==> config.mk <==
export PLATFORM = sky130hd
export DESIGN_NAME = cap_reload_timer
export DESIGN_NICKNAME = d
export VERILOG_FILES = /design/src/rtl/tmr_pkg.sv /design/src/rtl/tmr_fall_det.sv /design/src/rtl/tmr_counter.sv /design/src/rtl/cap_reload_timer.sv
export SDC_FILE = /design/constraint.sdc
export NUM_CORES = 1
export LEC_CHECK = 0
export ABC_AREA = 1
export ABC_CLOCK_PERIOD_IN_PS = 1850
export BUFFER_PORTS_ARGS = -buffer_cell sky130_fd_sc_hd__buf_2
export CORE_MARGIN = 1
export CORE_UTILIZATION = 50
export CTS_CLUSTER_DIAMETER = 150
export DETAILED_ROUTE_END_ITERATION = 10
export PLACE_DENSITY = 0.78
export SYNTH_ARGS = -nofsm -noshare
export SYNTH_HDL_FRONTEND = slang
export SYNTH_SLANG_ARGS = --single-unit
==> constraint.sdc <==
create_clock -name clk_i -period 1.85 [get_ports clk_i]
set_input_delay 0.185 -clock clk_i [delete_from_list [all_inputs] [get_ports clk_i]]
set_output_delay 0.185 -clock clk_i [all_outputs]
set_load 0.02 [all_outputs]
==> src/rtl/tmr_pkg.sv <==
package tmr_pkg;
  typedef enum logic [2:0] {
    A_CTRL   = 3'd0,
    A_CNT_LO = 3'd1,
    A_CNT_HI = 3'd2,
    A_RLD_LO = 3'd3,
    A_RLD_HI = 3'd4
  } reg_addr_e;

  typedef struct packed {
    logic ovf;
    logic ext;
    logic rx_sel;
    logic tx_sel;
    logic ext_en;
    logic run;
    logic cnt_mode;
    logic cap_mode;
  } ctrl_t;

  typedef enum logic [1:0] {
    M_CAPTURE = 2'd0,
    M_RELOAD  = 2'd1,
    M_BAUD    = 2'd2
  } mode_e;
endpackage

==> src/rtl/tmr_fall_det.sv <==
module tmr_fall_det (
  input  logic clk_i,
  input  logic rst_ni,
  input  logic sample_i,
  input  logic pin_i,
  output logic fall_o
);
  logic last_q;

  always_ff @(posedge clk_i or negedge rst_ni) begin
    if (!rst_ni)       last_q <= 1'b0;
    else if (sample_i) last_q <= pin_i;
  end

  // previous sample 1, current sample 0
  assign fall_o = sample_i & last_q & ~pin_i;
endmodule

==> src/rtl/tmr_counter.sv <==
module tmr_counter #(
  parameter int CNT_W = 16
) (
  input  logic                 clk_i,
  input  logic                 rst_ni,
  input  tmr_pkg::mode_e       mode_i,
  input  logic                 inc_i,
  input  logic                 trig_i,
  input  logic [1:0]           cnt_we_i,
  input  logic [1:0]           rld_we_i,
  input  logic [CNT_W/2-1:0]   wdata_i,
  output logic [CNT_W-1:0]     cnt_o,
  output logic [CNT_W-1:0]     rld_o,
  output logic                 wrap_o,
  output logic                 baud_o
);
  import tmr_pkg::*;
  localparam int HALF = CNT_W / 2;

  logic [CNT_W-1:0] cnt_q, cnt_d, rld_q, rld_d;
  logic             baud_q;

  assign wrap_o = inc_i & (&cnt_q);

  always_comb begin
    cnt_d = cnt_q;
    rld_d = rld_q;
    if (inc_i) begin
      if (wrap_o) cnt_d = (mode_i == M_CAPTURE) ? '0 : rld_q;
      else        cnt_d = cnt_q + 1'b1;
    end
    if (trig_i) begin
      if (mode_i == M_RELOAD)  cnt_d = rld_q;
      if (mode_i == M_CAPTURE) rld_d = cnt_q;
    end
    for (int h = 0; h < 2; h++) begin
      if (cnt_we_i[h]) cnt_d[h*HALF +: HALF] = wdata_i;
      if (rld_we_i[h]) rld_d[h*HALF +: HALF] = wdata_i;
    end
  end

  always_ff @(posedge clk_i or negedge rst_ni) begin
    if (!rst_ni) begin
      cnt_q  <= '0;
      rld_q  <= '0;
      baud_q <= 1'b0;
    end else begin
      cnt_q  <= cnt_d;
      rld_q  <= rld_d;
      baud_q <= wrap_o & (mode_i == M_BAUD);
    end
  end

  assign cnt_o  = cnt_q;
  assign rld_o  = rld_q;
  assign baud_o = baud_q;
endmodule

==> src/rtl/cap_reload_timer.sv <==
module cap_reload_timer #(
  parameter int CNT_W = 16
) (
  input  logic                clk_i,
  input  logic                rst_ni,
  input  logic                tick_i,
  input  logic                cnt_pin_i,
  input  logic                trig_pin_i,
  input  logic                irq_en_i,
  input  logic                reg_we_i,
  input  logic [2:0]          reg_addr_i,
  input  logic [CNT_W/2-1:0]  reg_wdata_i,
  output logic [CNT_W/2-1:0]  reg_rdata_o,
  output logic                ovf_flag_o,
  output logic                ext_flag_o,
  output logic                irq_o,
  output logic                baud_pulse_o
);
  import tmr_pkg::*;
  localparam int HALF = CNT_W / 2;
  localparam int NPIN = 2;

  ctrl_t            ctrl_q, ctrl_d;
  mode_e            mode;
  logic [NPIN-1:0]  pins, falls;
  logic             cnt_fall, trig_fall, inc, ext_evt, wrap;
  logic [1:0]       cnt_we, rld_we;
  logic [CNT_W-1:0] cnt_w, rld_w;

  assign pins = {trig_pin_i, cnt_pin_i};

  for (genvar p = 0; p < NPIN; p++) begin : g_det
    tmr_fall_det u_det (
      .clk_i   (clk_i),
      .rst_ni  (rst_ni),
      .sample_i(tick_i),
      .pin_i   (pins[p]),
      .fall_o  (falls[p])
    );
  end

  assign cnt_fall  = falls[0];
  assign trig_fall = falls[1];

  always_comb begin
    if (ctrl_q.rx_sel || ctrl_q.tx_sel) mode = M_BAUD;
    else if (ctrl_q.cap_mode)           mode = M_CAPTURE;
    else                                mode = M_RELOAD;
  end

  assign inc     = ctrl_q.run & (ctrl_q.cnt_mode ? cnt_fall : tick_i);
  assign ext_evt = trig_fall & ctrl_q.ext_en & (mode != M_BAUD);

  assign cnt_we = {reg_we_i && reg_addr_i == A_CNT_HI, reg_we_i && reg_addr_i == A_CNT_LO};
  assign rld_we = {reg_we_i && reg_addr_i == A_RLD_HI, reg_we_i && reg_addr_i == A_RLD_LO};

  tmr_counter #(.CNT_W(CNT_W)) u_cnt (
    .clk_i   (clk_i),
    .rst_ni  (rst_ni),
    .mode_i  (mode),
    .inc_i   (inc),
    .trig_i  (ext_evt),
    .cnt_we_i(cnt_we),
    .rld_we_i(rld_we),
    .wdata_i (reg_wdata_i),
    .cnt_o   (cnt_w),
    .rld_o   (rld_w),
    .wrap_o  (wrap),
    .baud_o  (baud_pulse_o)
  );

  always_comb begin
    ctrl_d = ctrl_q;
    if (reg_we_i && reg_addr_i == A_CTRL) ctrl_d = ctrl_t'(reg_wdata_i);
    // hardware set wins over a same-cycle software write
    if (wrap && mode != M_BAUD) ctrl_d.ovf = 1'b1;
    if (ext_evt)                ctrl_d.ext = 1'b1;
  end

  always_ff @(posedge clk_i or negedge rst_ni) begin
    if (!rst_ni) ctrl_q <= '0;
    else         ctrl_q <= ctrl_d;
  end

  always_comb begin
    case (reg_addr_i)
      A_CTRL:   reg_rdata_o = ctrl_q;
      A_CNT_LO: reg_rdata_o = cnt_w[HALF-1:0];
      A_CNT_HI: reg_rdata_o = cnt_w[CNT_W-1:HALF];
      A_RLD_LO: reg_rdata_o = rld_w[HALF-1:0];
      A_RLD_HI: reg_rdata_o = rld_w[CNT_W-1:HALF];
      default:  reg_rdata_o = '0;
    endcase
  end

  assign ovf_flag_o = ctrl_q.ovf;
  assign ext_flag_o = ctrl_q.ext;
  assign irq_o      = irq_en_i & (ctrl_q.ovf | ctrl_q.ext);
endmodule

# After elaboration in Yosys (flattened, before gate mapping)
# Index checks and enable logic that the tools add are counted.
[word_totals]
reg_bits = 43
[classes]
add_sub_neg = 1
n_eq_ne = 7
n_mux = 18
bitwise_logic = 13
reduce_logical = 18
[op_table]
columns = ["op", "count"]
rows = [
  ["$mux 16", 7],
  ["$mux 8", 5],
  ["$pmux 8 s5", 1],
  ["$add 16x1->16 const B", 1],
  ["$reduce_and 16->1", 1],
  ["$reduce_bool 2->1", 6],
  ["$and 1x1->1", 10],
  ["$eq 3x2->1 const B", 2],
  ["$logic_and 1x1->1", 6],
  ["$mux 1", 4],
  ["$reduce_and 2->1", 2],
  ["$eq 3x1->1 const B", 1],
  ["$eq 3x3->1 const B", 1],
  ["$logic_not 3->1", 1],
  ["$eq 2x1->1 const B", 1],
  ["$eq 2x2->1 const B", 1],
  ["$logic_not 2->1", 1],
  ["$mux 2", 1],
  ["$ne 2x2->1 const B", 1],
  ["$not 1->1", 2],
  ["$logic_or 1x1->1", 1],
  ["$or 1x1->1", 1],
]

# Longest topological paths before layout
[depth]
word_depth = 10
mapped_depth = 13

# Hierarchy
# Synthesis repeated with hierarchy kept, for this count alone.
[unflattened]
hier_cells = 518
hier_area_um2 = 3301.9
[by_module_without_submodules]
columns = ["mod", "instances", "cells_each", "area_each_um2", "seq_area_each_um2"]
rows = [
  ["tmr_counter", 1, 368, 2392.3, 825.8],
  ["cap_reload_timer", 1, 136, 814.5, 200.2],
  ["tmr_fall_det", 2, 7, 47.5, 25.0],
]

# Worst setup path before layout
# Ideal clock, no wire load.
[synth_path]
path_type = "flip-flop to flip-flop"
from = "reg u_cnt.cnt_q[1] (netlist: u_cnt.cnt_o[1])"
to = "reg u_cnt.cnt_q[0] (netlist: u_cnt.cnt_o[0])"
setup_ns = 0.116
t_arrival_ns = 1.462
t_required_ns = 1.734
slack_ns = 0.271
stages_incl_launch_ff = 12
period_less_slack_ns = 1.579
path_cell_list = "dfrtp_1 ha_1 nand2_1 nor2_2 nand2_4 nor2_8 buf_6 nand3_1 nand3_1 nand3_1 nand2_1 nand2_1"
[synth_via]
elab_chain_cells = 7
[synth_lines]
columns = ["item", "line", "rtl"]
rows = [
  ["start: declaration", "tmr_counter.sv:20", "logic [CNT_W-1:0] cnt_q, cnt_d, rld_q, rld_d;"],
  ["start signal: assignment", "tmr_counter.sv:48", "cnt_q <= cnt_d;"],
  ["$reduce_and 16->1 (*)", "tmr_counter.sv:23", "assign wrap_o = inc_i & (&cnt_q);"],
  ["$and 1x1->1 (*)", "tmr_counter.sv:23", ""],
  ["$mux 16 (*)", "tmr_counter.sv:29", "if (wrap_o) cnt_d = (mode_i == M_CAPTURE) ? '0 : rld_q;"],
  ["$mux 16 (*)", "tmr_counter.sv:28", "if (inc_i) begin"],
  ["$mux 16", "tmr_counter.sv:33", "if (mode_i == M_RELOAD) cnt_d = rld_q;"],
  ["$mux 16 (*)", "tmr_counter.sv:32", "if (trig_i) begin"],
  ["$mux 8 (*)", "tmr_counter.sv:37", "if (cnt_we_i[h]) cnt_d[h*HALF +: HALF] = wdata_i;"],
  ["named net u_cnt.cnt_d[0]", "tmr_counter.sv:20", ""],
]
# The timed path passes the listed nets; every way through them passes the cells marked *.
# A chain may end at the register's enable or synchronous reset.

# Final worst setup path
[layout_path]
from = "reg u_cnt.cnt_q[1] (netlist: u_cnt.cnt_o[1])"
to = "reg u_cnt.cnt_q[7] (netlist: u_cnt.cnt_o[7])"
[layout_via]
elab_chain_cells = 7
elab_cells_between_ends = 8
cone_classes = "add/sub: 1; mux: 5; bitwise: 1; reduce/logical: 1"
[layout_lines]
columns = ["item", "line"]
rows = [
  ["parallel branches: the longest is 2 deep, another holds $add 16x1->16", "n/a"],
  ["$mux 16 (*)", "tmr_counter.sv:29"],
  ["$mux 16 (*)", "tmr_counter.sv:28"],
  ["$mux 16", "tmr_counter.sv:33"],
  ["$mux 16 (*)", "tmr_counter.sv:32"],
  ["$mux 8 (*)", "tmr_counter.sv:37"],
  ["named net u_cnt.cnt_d[7]", "tmr_counter.sv:20"],
]
# Mark *: on every way through the listed nets, which the timed path passes.

==> run summary <==
status - finished clean
multi-input logic area - 1760 sq um
worst setup path startpoint - u_cnt.cnt_o[1]
final setup fails - 0
vias in the first global route - 3468
Die H - 82.3 um
final instance area - 3770 sq um
Final Skew - 0.00779 ns
Port Buffers - 29
first-pass GRT wire length - 17.0 mm
Synth Instances - 515
Avg Inst Size Synth - 6.26 sq um
Inserted Clock Buffers - 5
PD cells - 1210 nW/um^2
boundary pin count - 30
Synth Area in Compound Gates - 16.0%
dpl cell area - 3600 sq um
clock network power share - 15.4%
Post-synth EDFFs - 0
Yosys warnings - 0
Residual DRC - 0
Setup crit start kind - register
switching pwr - 0.00210 W
slew at the pin with the worst max-slew slack - 0.531 ns
Seq cells post-synth - 43
internal power - 0.00248 W
Die W - 82.3 um
worst min-delay path category - input port to register
# diodes - 0
Final Cycle Share - 93.0%
fillers - 593
CTS max path bufs - 2
Synth top area share - 33.4%
Hold Vio Cnt, Final - 0
worst setup margin - 0.129 ns
ys flop type - dfrtp_1
Hold Path Origin - cnt_pin_i
TNS Setup - 0 ns
Synth area leader - dfrtp_1
XOR/XNOR Fraction of Synth Area - 1.90%
Root Driver - clkbuf_8
die footprint - 6770 sq um
nets - 588
distinct cell type count after synthesis - 29
min Tclk post-route - 1.72 ns
syn nets - 534
R2R Path Start - u_cnt.cnt_o[1]
Comb pwr share - 48.1%
post-synthesis mux area share - 0%
CP required - 2.05 ns
largest family of logic cells by synthesized area - simple AND/OR/NAND/NOR gates
CTS tree - done
Storage cell area - 1080 sq um
Initial Util - 53.2%
total power - 0.00457 W
max-slew violations - 0
Vias - 3753
share of cells above drive strength 1 - 15.4%
worst-path fanout max - 13
CTS H-tree lvls - 2
largest net degree at the start of global routing - 33
Post-Synth Simple-Gate Area - 35.7%
Synth-to-Final Area Change - 16.8%
first-iteration detailed-routing DRC count - 366
clk_lat worst skew - 0.31 ns
P_leak - 2.06 nW
initial antenna violation count - 0
Slew HR - 64.5%
drt wl/cell - 16.3 um
sequential power share - 36.6%
clock-pin slew of the registers on the worst-case setup and hold paths - 0.09 ns
adder-cell area share of the yosys netlist - 0.388%
Post-DP HPWL - 7.86 mm
Total GRT Usage - 34.1%
Peak supply drop - 0.614 mV
switching part of the total power - 45.9%
Cell Rows - 28
CP Capture Type - register
largest cells by area after synthesis - dfrtp_1, nand2_1, inv_1, o21ai_0, nand3_1
MaxCap Viol Count - 0
Core ar. - 6060 sq um
GRT overflow - 0
CP arrival - 1.92 ns
DR vias/cell - 5.82
FFs w/ async S/R, synth - 100%
Mapped Area - 3220 sq um
drt pass-1 iters - 5
GPL Wtd Cong - 0.963
kind of critical path - register to register
achievable frequency - 0.581 GHz
Util after Layout - 62.1%
Setup WS pre-CTS - 0.106 ns
Routed Antenna Nets - 0
TritonCTS Sinks - 43
register area share after synthesis - 33.4%
drt total wl - 10.5 mm
## cell usage in the layout (no fill, tap or decap), types with 5 or more instances in the layout
cell type | netlist | routed
inv_1 | 81 | 80
buf_2 | 7 | 29
clkbuf_8 | 0 | 7
nand4_1 | 6 | 6
a21oi_1 | 6 | 6
dfrtp_1 | 43 | 42
nand2_1 | 193 | 193
o221ai_1 | 6 | 6
o211ai_1 | 12 | 12
o21ai_0 | 58 | 55
xor2_1 | 5 | 5
nor2_1 | 25 | 24
nand3_1 | 39 | 39
buf_4 | 1 | 32
## cells by family after synthesis
| kind of cell | after synthesis |
|---|---|
| flip-flops | 43 |
| AND/OR/NAND/NOR | 274 |
| adder cells (fa/ha/maj) | 1 |
| buffers and inverters | 101 |
| XOR/XNOR | 7 |
| AO/OA/AOI/OAI | 89 |
## worst max-delay path, stage by stage, from the launching register on
cell and delay [ns]:
dfrtp_1 0.36, ha_1 0.21, nand2_1 0.12, nor2_4 0.13, nand2_4 0.11, nor2_8 0.18
nand2_4 0.15, nand2_1 0.11, nand2_1 0.05, nand2_1 0.05, nand2_1 0.04, nand2_1 0.05
nand2_1 0.06
## metrics by stage
step                      instances  hold slack, ns
after global placement          631           0.189
final                           645           0.136
after global routing            645           0.150
after CTS                       640           0.132
after floorplan                 515          -0.111
after detailed placement        631           0.192
## flip-flops by register name (all words and copies together), names as in the netlist
| name | count |
|---|---|
| ext_flag_o | 1 |
| u_cnt.rld_o | 16 |
| g_det.u_det.last_q | 2 |
| u_cnt.baud_o | 1 |
| ctrl_q | 6 |
| ovf_flag_o | 1 |
| u_cnt.cnt_o | 16 |
## timing repair
| item | 4_1_cts | 5_1_grt |
|---|---|---|
| buffers inserted | 0 | 4 |
| setup endpoints to repair | 0 | 14 |
| gates resized for setup | 0 | 7 |
| endpoints found under the hold margin | 19 | 0 |
| hold buffers | 1 | 0 |
## cells in the mapped netlist, types with 2 or more instances
library cell / n
a21oi_1: 6
buf_2: 7
o21ai_0: 58
nand4_1: 6
dfrtp_1: 43
nand3_1: 39
o211ai_1: 12
inv_1: 81
clkbuf_1: 7
o22ai_1: 3
o221ai_1: 6
a221oi_1: 2
nand2_1: 193
xor2_1: 5
xnor2_1: 2
nor2_1: 25
nand2_4: 2
inv_2: 3
nor2_2: 4
buf_6: 2
## routing by layer
layer	wire length [um]	vias to the layer above	global-route usage [%]
li1	-	1739	-
met1	4240	1693	45.4
met2	4700	257	52.0
met3	1110	64	7.58
met4	476	0	17.0
met5	0	-	0
## power groups by stage
stage               Combinational (W)  Clock (W)  Sequential, W
detailed placement            0.00211          0        0.00167
CTS                           0.00213   0.000709        0.00166
finish                        0.00220   0.000702        0.00167
global route                  0.00247   0.000747        0.00172
global placement              0.00209          0        0.00167
floorplan                     0.00137          0        0.00160
## cell type report
type / count / share of cell area [%]
well taps: 75 / 2.49
repair buffers: 63 / 11.0
multi-input cells: 372 / 46.7
inverters: 84 / 8.37
flip-flops and latches: 43 / 28.6
clock inverters: 1 / 0.199
clock buffers: 7 / 2.56
## path summary, 6_finish.rpt
path                       slack (ns)               endpoint  cells after the start
min                              0.14  g_det[0].u_det.last_q                      3
min reg2reg                      0.50  g_det[0].u_det.last_q                      2
max reg2reg                      0.13         u_cnt.cnt_o[7]                     12
max in group asynchronous        0.89         u_cnt.cnt_o[2]                      3
max                              0.13         u_cnt.cnt_o[7]                     12
min in group asynchronous        0.37        u_cnt.cnt_o[11]                      2
Power figures use the tool's default switching activity.
